<file path="src/rtl/gpio_irq_pkg.sv">
package gpio_irq_pkg;
  typedef enum logic [2:0] {
    RA_ENABLE  = 3'd0,
    RA_MODE_LO = 3'd1,
    RA_MODE_HI = 3'd2,
    RA_FILTER  = 3'd3,
    RA_FLAGS   = 3'd4,
    RA_PINVAL  = 3'd5
  } reg_addr_e;

  // mode: 01 rising, 10 falling, 00/11 any change
  function automatic logic edge_hit(input logic [1:0] mode, input logic prev, input logic cur);
    case (mode)
      2'b01:   return cur & ~prev;
      2'b10:   return ~cur & prev;
      default: return cur ^ prev;
    endcase
  endfunction

  // next flag value: clear on written zero, set wins
  function automatic logic flag_next(input logic cur, input logic clr_wr, input logic wbit,
                                     input logic set);
    return (clr_wr ? (cur & wbit) : cur) | set;
  endfunction
endpackage

</file>
<file path="src/rtl/gpio_pin_sync.sv">
module gpio_pin_sync #(
  parameter int W = 32
) (
  input  logic         clk,
  input  logic         rst_n,
  input  logic [W-1:0] d,
  output logic [W-1:0] q
);
  logic [W-1:0] meta_q;

  always_ff @(posedge clk or negedge rst_n) begin
    if (!rst_n) begin
      meta_q <= '0;
      q      <= '0;
    end else begin
      meta_q <= d;
      q      <= meta_q;
    end
  end
endmodule

</file>
<file path="src/rtl/gpio_glitch_filter.sv">
module gpio_glitch_filter #(
  parameter int W = 32
) (
  input  logic         clk,
  input  logic         rst_n,
  input  logic [W-1:0] d,
  input  logic [W-1:0] fen,
  output logic [W-1:0] lvl,
  output logic [W-1:0] q
);
  logic [W-1:0] samp_q;

  for (genvar i = 0; i < W; i++) begin : g_bit
    always_ff @(posedge clk or negedge rst_n) begin
      if (!rst_n) begin
        samp_q[i] <= 1'b0;
        lvl[i]    <= 1'b0;
      end else begin
        samp_q[i] <= d[i];
        if (samp_q[i] == d[i]) lvl[i] <= d[i];
      end
    end
    assign q[i] = fen[i] ? lvl[i] : d[i];
  end
endmodule

</file>
<file path="src/rtl/gpio_irq_regs.sv">
module gpio_irq_regs
  import gpio_irq_pkg::*;
#(
  parameter int W = 32
) (
  input  logic         clk,
  input  logic         rst_n,
  input  logic         wr,
  input  logic [2:0]   addr,
  input  logic [W-1:0] wdata,
  input  logic [W-1:0] evt_set,
  input  logic [W-1:0] pin_val,
  output logic [W-1:0] en_q,
  output logic [W-1:0] mode_lo_q,
  output logic [W-1:0] mode_hi_q,
  output logic [W-1:0] fen_q,
  output logic [W-1:0] flags_q,
  output logic [W-1:0] rdata
);
  logic clr_wr;
  assign clr_wr = wr && (addr == RA_FLAGS);

  always_ff @(posedge clk or negedge rst_n) begin
    if (!rst_n) begin
      en_q      <= '0;
      mode_lo_q <= '0;
      mode_hi_q <= '0;
      fen_q     <= '0;
    end else if (wr) begin
      case (reg_addr_e'(addr))
        RA_ENABLE:  en_q      <= wdata;
        RA_MODE_LO: mode_lo_q <= wdata;
        RA_MODE_HI: mode_hi_q <= wdata;
        RA_FILTER:  fen_q     <= wdata;
        default:    ;
      endcase
    end
  end

  for (genvar i = 0; i < W; i++) begin : g_flag
    always_ff @(posedge clk or negedge rst_n) begin
      if (!rst_n) flags_q[i] <= 1'b0;
      else        flags_q[i] <= flag_next(flags_q[i], clr_wr, wdata[i], evt_set[i]);
    end
  end

  always_comb begin
    case (reg_addr_e'(addr))
      RA_ENABLE:  rdata = en_q;
      RA_MODE_LO: rdata = mode_lo_q;
      RA_MODE_HI: rdata = mode_hi_q;
      RA_FILTER:  rdata = fen_q;
      RA_FLAGS:   rdata = flags_q;
      RA_PINVAL:  rdata = pin_val;
      default:    rdata = '0;
    endcase
  end
endmodule

</file>
<file path="src/rtl/gpio_irq_unit.sv">
module gpio_irq_unit
  import gpio_irq_pkg::*;
#(
  parameter int NPINS = 32,
  parameter int GROUP = 8,
  localparam int NGRP = NPINS / GROUP
) (
  input  logic             clk,
  input  logic             rst_n,
  input  logic             clk_en,
  input  logic [NPINS-1:0] pins_in,
  input  logic             reg_wr,
  input  logic [2:0]       reg_addr,
  input  logic [NPINS-1:0] reg_wdata,
  output logic [NPINS-1:0] reg_rdata,
  output logic [NGRP-1:0]  irq_grp
);
  logic [NPINS-1:0] pin_sync;
  logic [NPINS-1:0] filt_lvl;
  logic [NPINS-1:0] det_in;
  logic [NPINS-1:0] hist_q;
  logic [NPINS-1:0] evt_hit;
  logic [NPINS-1:0] evt_set;
  logic [NPINS-1:0] irq_en, mode_lo, mode_hi, fen, flags;

  gpio_pin_sync #(.W(NPINS)) u_sync (
    .clk(clk), .rst_n(rst_n), .d(pins_in), .q(pin_sync)
  );

  gpio_glitch_filter #(.W(NPINS)) u_filt (
    .clk(clk), .rst_n(rst_n), .d(pin_sync), .fen(fen), .lvl(filt_lvl), .q(det_in)
  );

  // history tracks every cycle, independent of enables
  always_ff @(posedge clk or negedge rst_n) begin
    if (!rst_n) hist_q <= '0;
    else        hist_q <= det_in;
  end

  for (genvar i = 0; i < NPINS; i++) begin : g_det
    assign evt_hit[i] = edge_hit({mode_hi[i], mode_lo[i]}, hist_q[i], det_in[i]);
  end
  assign evt_set = evt_hit & {NPINS{clk_en}};

  gpio_irq_regs #(.W(NPINS)) u_regs (
    .clk(clk), .rst_n(rst_n), .wr(reg_wr), .addr(reg_addr), .wdata(reg_wdata),
    .evt_set(evt_set), .pin_val(pin_sync), .en_q(irq_en), .mode_lo_q(mode_lo),
    .mode_hi_q(mode_hi), .fen_q(fen), .flags_q(flags), .rdata(reg_rdata)
  );

  for (genvar g = 0; g < NGRP; g++) begin : g_grp
    assign irq_grp[g] = |(flags[g*GROUP +: GROUP] & irq_en[g*GROUP +: GROUP]);
  end
endmodule

</file>
<file path="config.mk">
export PLATFORM = sky130hd
export DESIGN_NAME = gpio_irq_unit
export DESIGN_NICKNAME = d
export VERILOG_FILES = /design/src/rtl/gpio_irq_pkg.sv /design/src/rtl/gpio_pin_sync.sv /design/src/rtl/gpio_glitch_filter.sv /design/src/rtl/gpio_irq_regs.sv /design/src/rtl/gpio_irq_unit.sv
export SDC_FILE = /design/constraint.sdc
export NUM_CORES = 1
export LEC_CHECK = 0
export BUFFER_PORTS_ARGS = -buffer_cell sky130_fd_sc_hd__buf_4
export CAP_MARGIN = 5
export CORE_UTILIZATION = 61
export DETAILED_ROUTE_END_ITERATION = 10
export PLACE_DENSITY = 0.81
export SYNTH_ARGS = -nofsm -noshare
export SYNTH_HDL_FRONTEND = slang
export SYNTH_SLANG_ARGS = --single-unit
</file>
<file path="constraint.sdc">
create_clock -name clk -period 1.65 [get_ports clk]
set_clock_uncertainty 0.05 [all_clocks]
set_input_delay 0.0825 -clock clk [delete_from_list [all_inputs] [get_ports clk]]
set_output_delay 0.0825 -clock clk [all_outputs]
set_load 0.01 [all_outputs]
</file>
==> metrics.txt <==
outcome=finished with violations; failing checks=setup timing; Slew Viols, Final=0; GRT Util Overall=a little under a third; RD Place Congestion=0.833; FF+latch count, synth=320; # rows=56; Fin. Hold Viols=0; RSZ-0062 raised after global routing=true; DR DRC count=0; Synth cell types=37; Mapped Avg Cell Area=~12 sq um; nets@finish=approximately 1700; PwrDens=about 1200 nW/um^2; CTS sink count=320; worst-path cell chain=mux2_4 -> a221oi_4 -> a31oi_2 -> buf_4; CP Capture Type=output pin; CP max FO=3; CP max stage delay=~0.4 ns; die extent in y=159 um; final core utilization=about 82%; initial core utilization=between 60% and 70%; Iter 0 DRT Violations=roughly 990; IO Pins=107; root buffer cell=clkbuf_16; routed via count=~11000; clock buffer depth=3; H-tree depth=2; final period utilization=113%; Post-Place Worst Slack=around 0.014 ns; cts bufs inserted=34; number of global-route vias before repair=11400; wire per inst=22.0 um; P_leak=9.12 nW; f_max=around 540 MHz; Setup-failing EPs final=40; initial antenna violation count=0; HPWL after DPL=between 20 and 25 mm; final worst path period need=around 1.9 ns; crit start category=register; setup ws final=-0.207 ns; Worst-Margin Slew=approximately 0.59 ns; Inserted Diodes=0; Seq/Total Area, Yosys=around 53%; slowest CP cell=dfrtp_1; warning count from the yosys run=0; Mapped Area=15000 sq um; Port Buffers=about 110; drt pass-1 iters=5; Post-Synthesis Cells=1198; die width=between 150 and 200 um; overall power=roughly 24 mW; Clock transition at path regs=around 0.06 ns; layout cell share with drive strength beyond 1=35.5%; CTS tree=done; CP Class=reg -> out; slew margin rel.=60.6%; Post-Route WL=about 40 mm; WP data required=roughly 1.5 ns; die area=between 20000 and 30000 sq um; Synth Net Count=between 1000 and 1500; Final ANT Viol Nets=0; grt ovf=0; Core ar.=23800 sq um; most frequent cells in the layout=dfrtp_1 (316), buf_4 (194), mux2_2 (136); max-cap violation count=0; vias per inst=6.01; VDD IR max=a little under 1 mV; Hold WC Path Type=in -> reg; clock latency on the worst-skew pair=around 0.51 ns; setup total negative slack=-3.68 ns; most common cell after layout, fill and taps aside=dfrtp_1; first-pass GRT wire length=58.7 mm; P&R area growth vs syn=30.3%; largest net degree at the start of global routing=just under 100; critical path arrival=roughly 1.7 ns
==> layout make-up <==
| class | count | area [sq um] |
|---|---|---|
| Inverter | 129 | 484 |
| Sequential cell | 320 | 8010 |
| Fill cell | 1146 | 4240 |
| Clock inverter | 5 | 104 |
| Timing Repair Buffer | 282 | 2500 |
| Tap cell | 319 | 399 |
| Clock buffer | 56 | 1100 |
| Multi-Input combinational cell | 702 | 6920 |
==> critical path: cells and delay by family, from the launching register on <==
kind | cells | cell delay, ns
buf+inv | 1 | 0.17
mux | 1 | 0.28
flops | 1 | 0.40
compound gates | 2 | 0.37
==> cells in the mapped netlist, drive strengths merged <==
library cell	instances	area share [%]
mux2i	42	2.8
nand4	4	0.17
a22oi	33	1.7
a21oi	18	0.60
and3	10	0.42
or2	1	0.042
a211o	3	0.18
nand4bb	1	0.075
nor3	1	0.11
dfrtp	320	53
nor2b	4	0.17
mux2	173	13
a221oi	46	2.7
o21ai	70	2.3
nor2	2	0.10
nand2	97	2.4
nand2b	1	0.092
nand4b	1	0.059
a31oi	14	0.58
inv	129	3.2
o22ai	2	0.084
clkbuf	18	0.46
o221ai	10	0.58
ha	128	11
and3b	1	0.059
maj3	32	2.1
buf	29	1.3
nor3b	8	0.48
==> stage by stage <==
stage,hold WS [ns],std cells,cell area [sq um]
3_5_place_dp,-0.161,1620,16400
6_report,0.0299,1813,19500
2_1_floorplan,-0.263,1198,15000
4_1_cts,0.0134,1791,19000
5_1_grt,0.0326,1813,19500
3_3_place_gp,-0.160,1620,16400
==> path summary, 6_finish.rpt <==
kind	from	to	slack, ns	cells past startpoint
worst max-delay path	u_regs.flags_q[3]	reg_rdata[3]	-0.21	4
min in group asynchronous	rst_n	u_regs.en_q[17]	0.15	3
worst min register to register	u_sync.meta_q[14]	u_sync.q[14]	0.29	0
max in group asynchronous	rst_n	u_regs.en_q[18]	0.83	3
worst min-delay path	clk_en	u_regs.flags_q[9]	0.03	3
worst max register to register	u_regs.fen_q[22]	u_regs.flags_q[22]	-0.06	6
==> where the power goes <==
group / switching (mW) / internal (mW) / total [mW]
Sequential: 1.15 / 9.04 / 10.2
Clock: 3.07 / 5.01 / 8.08
Combinational: 2.82 / 3.10 / 5.92
==> timing repair <==
item,in CTS,in global routing
endpoints found under the setup margin,35,59
hold buffers,66,0
buffers inserted,44,23
pin swaps,34,16
endpoints found under the hold margin,512,0
resized for setup,75,75
==> kinds of logic (layout without fill, tap and decap cells) <==
group / count (synthesis) / count (layout) / synth area share [%]
flops: 320 / 320 / 53.5
mux: 215 / 215 / 15.8
compound gates: 196 / 196 / 8.72
buf+inv: 176 / 472 / 4.96
fa+ha+maj: 160 / 160 / 12.8
simple gates: 131 / 131 / 4.19
==> flip-flops by register name, indices dropped and copies added (netlist names) <==
| name | cells |
|---|---|
| hist_q | 32 |
| u_filt.lvl | 32 |
| u_filt.samp_q | 32 |
| u_regs.en_q | 32 |
| u_regs.fen_q | 32 |
| u_regs.flags_q | 32 |
| u_regs.mode_hi_q | 32 |
| u_regs.mode_lo_q | 32 |
| u_sync.meta_q | 32 |
| u_sync.q | 32 |
==> routing by layer <==
metal	global-route usage, %	share of wire [%]
met4	14.2	4.1
met3	4.52	6.4
met5	0	0
met2	52.0	50
met1	38.6	39
Note: power is estimated with default switching activity, not from simulation.
